File: src/rtl/addsub_pkg.sv
package addsub_pkg;

    localparam int DEF_WIDTH = 8;
    localparam int DEF_GROUP = 4;

    typedef enum logic {
        OP_ADD = 1'b0,
        OP_SUB = 1'b1
    } op_e;

    // per-bit (or per-span) generate / propagate pair
    typedef struct packed {
        logic gen;
        logic prop;
    } gp_t;

    function automatic gp_t make_gp(input logic a, input logic b);
        gp_t r;
        r.gen  = a & b;
        r.prop = a ^ b;
        return r;
    endfunction

    // combine a more significant span with the span directly below it
    function automatic gp_t merge_gp(input gp_t upper, input gp_t lower);
        gp_t r;
        r.gen  = upper.gen | (upper.prop & lower.gen);
        r.prop = upper.prop & lower.prop;
        return r;
    endfunction

endpackage

File: src/rtl/addsub_bcond.sv
module addsub_bcond
    import addsub_pkg::*;
#(
    parameter int WIDTH = DEF_WIDTH
) (
    input  logic [WIDTH-1:0] b_in,
    input  op_e              op,
    output logic [WIDTH-1:0] b_eff,
    output logic             cin
);
    logic inv;
    assign inv = (op == OP_SUB);
    assign cin = inv;

    for (genvar i = 0; i < WIDTH; i++) begin : g_bit
        assign b_eff[i] = b_in[i] ^ inv;
    end
endmodule

File: src/rtl/addsub_gp_stage.sv
module addsub_gp_stage
    import addsub_pkg::*;
#(
    parameter int WIDTH = DEF_WIDTH
) (
    input  logic [WIDTH-1:0] a,
    input  logic [WIDTH-1:0] b,
    output gp_t  [WIDTH-1:0] gp
);
    for (genvar i = 0; i < WIDTH; i++) begin : g_bit
        assign gp[i] = make_gp(a[i], b[i]);
    end
endmodule

File: src/rtl/addsub_lookahead.sv
module addsub_lookahead
    import addsub_pkg::*;
#(
    parameter int WIDTH = DEF_WIDTH,
    parameter int GROUP = DEF_GROUP
) (
    input  gp_t  [WIDTH-1:0] gp,
    input  logic             cin,
    output logic [WIDTH:0]   carry
);
    localparam int NGRP = (WIDTH + GROUP - 1) / GROUP;

    logic [NGRP-1:0] gcin;

    assign carry[0] = cin;
    assign gcin[0]  = cin;

    for (genvar g = 0; g < NGRP; g++) begin : g_grp
        localparam int LO = g * GROUP;
        localparam int HI = (LO + GROUP > WIDTH) ? WIDTH - 1 : LO + GROUP - 1;
        localparam int SZ = HI - LO + 1;

        gp_t [SZ-1:0] span;

        // span[k] covers bits LO..LO+k, each formed directly from the bit pairs
        always_comb begin
            for (int k = 0; k < SZ; k++) begin
                gp_t acc;
                acc = gp[LO + k];
                for (int j = k - 1; j >= 0; j--) begin
                    acc = merge_gp(acc, gp[LO + j]);
                end
                span[k] = acc;
            end
        end

        for (genvar k = 0; k < SZ; k++) begin : g_c
            assign carry[LO + k + 1] = span[k].gen | (span[k].prop & gcin[g]);
        end

        if (g < NGRP - 1) begin : g_next
            assign gcin[g + 1] = carry[HI + 1];
        end
    end
endmodule

File: src/rtl/addsub_flags.sv
module addsub_flags (
    input  logic c_into_msb,
    input  logic c_out_msb,
    output logic cout,
    output logic ovf,
    output logic msb_cin
);
    assign cout    = c_out_msb;
    assign msb_cin = c_into_msb;
    assign ovf     = c_into_msb ^ c_out_msb;
endmodule

File: src/rtl/addsub_top.sv
module addsub_top
    import addsub_pkg::*;
#(
    parameter int WIDTH = DEF_WIDTH,
    parameter int GROUP = DEF_GROUP
) (
    input  logic [WIDTH-1:0] opnd_a,
    input  logic [WIDTH-1:0] opnd_b,
    input  logic             sub_mode,
    output logic [WIDTH-1:0] result,
    output logic             carry_out,
    output logic             overflow,
    output logic             msb_carry_in
);
    op_e              op;
    logic [WIDTH-1:0] b_eff;
    logic             cin;
    gp_t  [WIDTH-1:0] gp;
    logic [WIDTH:0]   carry;

    assign op = op_e'(sub_mode);

    addsub_bcond #(.WIDTH(WIDTH)) bcond_i (
        .b_in  (opnd_b),
        .op    (op),
        .b_eff (b_eff),
        .cin   (cin)
    );

    addsub_gp_stage #(.WIDTH(WIDTH)) gp_i (
        .a  (opnd_a),
        .b  (b_eff),
        .gp (gp)
    );

    addsub_lookahead #(.WIDTH(WIDTH), .GROUP(GROUP)) cla_i (
        .gp    (gp),
        .cin   (cin),
        .carry (carry)
    );

    for (genvar i = 0; i < WIDTH; i++) begin : g_sum
        assign result[i] = gp[i].prop ^ carry[i];
    end

    addsub_flags flags_i (
        .c_into_msb (carry[WIDTH-1]),
        .c_out_msb  (carry[WIDTH]),
        .cout       (carry_out),
        .ovf        (overflow),
        .msb_cin    (msb_carry_in)
    );
endmodule

File: config.mk
export PLATFORM = sky130hd
export DESIGN_NAME = addsub_top
export DESIGN_NICKNAME = d
export VERILOG_FILES = /design/src/rtl/addsub_pkg.sv /design/src/rtl/addsub_bcond.sv /design/src/rtl/addsub_gp_stage.sv /design/src/rtl/addsub_lookahead.sv /design/src/rtl/addsub_flags.sv /design/src/rtl/addsub_top.sv
export SDC_FILE = /design/constraint.sdc
export NUM_CORES = 1
export LEC_CHECK = 0
export BUFFER_PORTS_ARGS = -buffer_cell sky130_fd_sc_hd__buf_2
export CORE_AREA = 2 2 39 41
export DETAILED_ROUTE_END_ITERATION = 16
export DIE_AREA = 0 0 41 43
export PLACE_DENSITY = 0.72
export SETUP_SLACK_MARGIN = 0.15
export SLEW_MARGIN = 20
export SYNTH_ARGS = -nofsm -noshare
export SYNTH_HDL_FRONTEND = slang
export SYNTH_HIERARCHICAL = 1
export SYNTH_SLANG_ARGS = --single-unit
File: constraint.sdc
create_clock -name vclk -period 3.6
set_input_delay 0.72 -clock vclk [all_inputs]
set_output_delay 0.72 -clock vclk [all_outputs]
set_load 0.01 [all_outputs]
==> run metrics <==
max-slew violation count 0; CP endpoint kind output port; Die X 41 um; initial antenna violation count 0; FILL cells around 160; Final Wtd Congestion 0.718; DP Wirelength 756 um; setup TNS 0 ns; GRT Total Usage 8.09%; Final min period 3.27 ns; ANT nets after route 0; Post-Synth Simple-Gate Area 7.52%; final worst slack 0.329 ns; status finished clean; fraction of synthesized cell area in xor and xnor cells 37.3%; mux share of post-synthesis cell area 0%; Die H 43 um; TritonRoute pass-1 iters 1; Hold Buf Count CTS 0; first-pass GRT wire length 1.10 mm; Hold Path Class input pin to output port; vias in the first global route 318; I/O Buffers 28; post-synthesis cell type count 13; Area Overhead vs Synth 29.8%; flip-flop and latch area 0 um2; Residual DRC 0; largest family of logic cells by synthesized area XOR/XNOR gates; Top Ports 28; crit-path cells buf_2, xor2_1, ha_1, a21o_1, nand4_1, nand3_2, a221o_1, xor2_1, buf_2; RSZ-0062 raised after global routing false; synth top area cells xor2_1 37%, ha_1 25%, a21o_1 11%, buf_4 7.5%, buf_6 2.8%; initial DRC count 0; worst path buffer plus inverter count 2; post-synthesis adder-cell area fraction 25.1%; total number of vias 405; Top delay family on crit path compound AO/OA/AOI/OAI gates; Mapped Area 399 um2; maximum vdd drop 76.8 uV; Starting Density 28.8%; fraction of layout instances using a drive strength above 1 between 40% and 50%; Post-CTS Resized 0; area occupied by multi-input gates 358 um2; # diodes 0; Leak Pwr 0.324 nW; compound-cell area share of the yosys netlist about a fifth; Worst setup SP type input pin; clkbuf count 0; max-capacitance violation count 0; Placeable Area about 1400 um2; Rows 14; synthesized instance count 44; largest net degree at the start of global routing 11; Die ar. 1760 um2; final setup fails 0; Slew headroom 82.3%; crit path max fanout 10; YS warnings 6; share of the synthesized area in the top cell type 37.3%; Avg WL per Cell around 10 um; DP Worst Slack 0.315 ns; slowest stage delay, CP 0.37 ns; layout net count 94; total grt overflow 0; Yosys top cell by area xor2_1; Tcrit/Tclk final just over 90%; Crit-path slowest cell a221o_1; post-synthesis sequential area ratio 0%; routed wire length 836 um; Final Hold Vio Count 0; routed vias/inst 4.88; Slew @ Worst Pin about 0.27 ns; Syn Area/Cell 9.07 um2; Req. time, crit path 2.88 ns; Mapped Nets 69; CP Class input pin to output port; Worst EP arrival between 2 and 3 ns; Max Fclk 306 MHz; FFs & Latches 0; PD cells just under 300 nW/um2; Post-CTS Setup Repair Bufs 0
==> metal layers <==
metal	vias up	routed length (um)	part of all wire, %	global-route usage, %
li1	208	-	-	-
met1	179	374	45	8.86
met2	18	365	44	15.9
met4	0	0	0	0.667
met3	0	96	11	0.524
met5	-	0	0	0
==> area by class of cell <==
class	instances	area share [%]
well taps	16	3.86
multi-input cells	39	69.1
repair buffers	28	27.1
==> through the flow <==
stage	util, %	instance area [um2]	hold WS, ns	std cells	total power, W
floorplan	-	399	1.67	44	0.000104
global placement	37.4	518	1.86	83	0.000147
detailed placement	37.4	518	1.87	83	0.000150
CTS	37.4	518	1.87	83	0.000151
global route	37.4	518	1.89	83	0.000166
finish	37.4	518	1.87	83	0.000149
==> cell usage after synthesis <==
cell type / count
a21o_1: 6
a21oi_1: 1
a221o_1: 1
a31o_1: 1
a41o_1: 1
and4_1: 1
buf_4: 4
buf_6: 1
ha_1: 8
nand3_1: 1
nand3_2: 1
nand4_1: 1
xor2_1: 17
==> logic make-up after synthesis <==
group,count (synthesis)
XOR/XNOR,17
AO/OA/AOI/OAI,10
AND/OR/NAND/NOR,4
adder cells (fa/ha/maj),8
buffers and inverters,5
==> power breakdown <==
part	internal [W]	switching, W	total (W)	leakage (nW)
Clock	0	0	0	0
Combinational	0.0000699	0.0000794	0.000149	0.324
Sequential	0	0	0	0
Total	0.0000699	0.0000794	0.000149	0.324
==> layout by cell type, fill, tap and decap left out, drive strengths merged <==
cell type  count
buf           28
xor2          17
ha             8
a21o           6
nand3          2
a21oi          1
nand4          1
a31o           1
a41o           1
and4           1
a221o          1
==> final timing paths <==
path | cells past startpoint | slack [ns] | end | startpoint
worst min-delay path | 4 | 1.87 | result[0] | opnd_a[0]
worst max-delay path | 9 | 0.33 | overflow | sub_mode
==> tightest hold or removal path, stage by stage <==
cell    delay [ns]
buf_2         0.08
ha_1          0.15
xor2_1        0.07
buf_2         0.13
(Power assumes the default switching activity.)
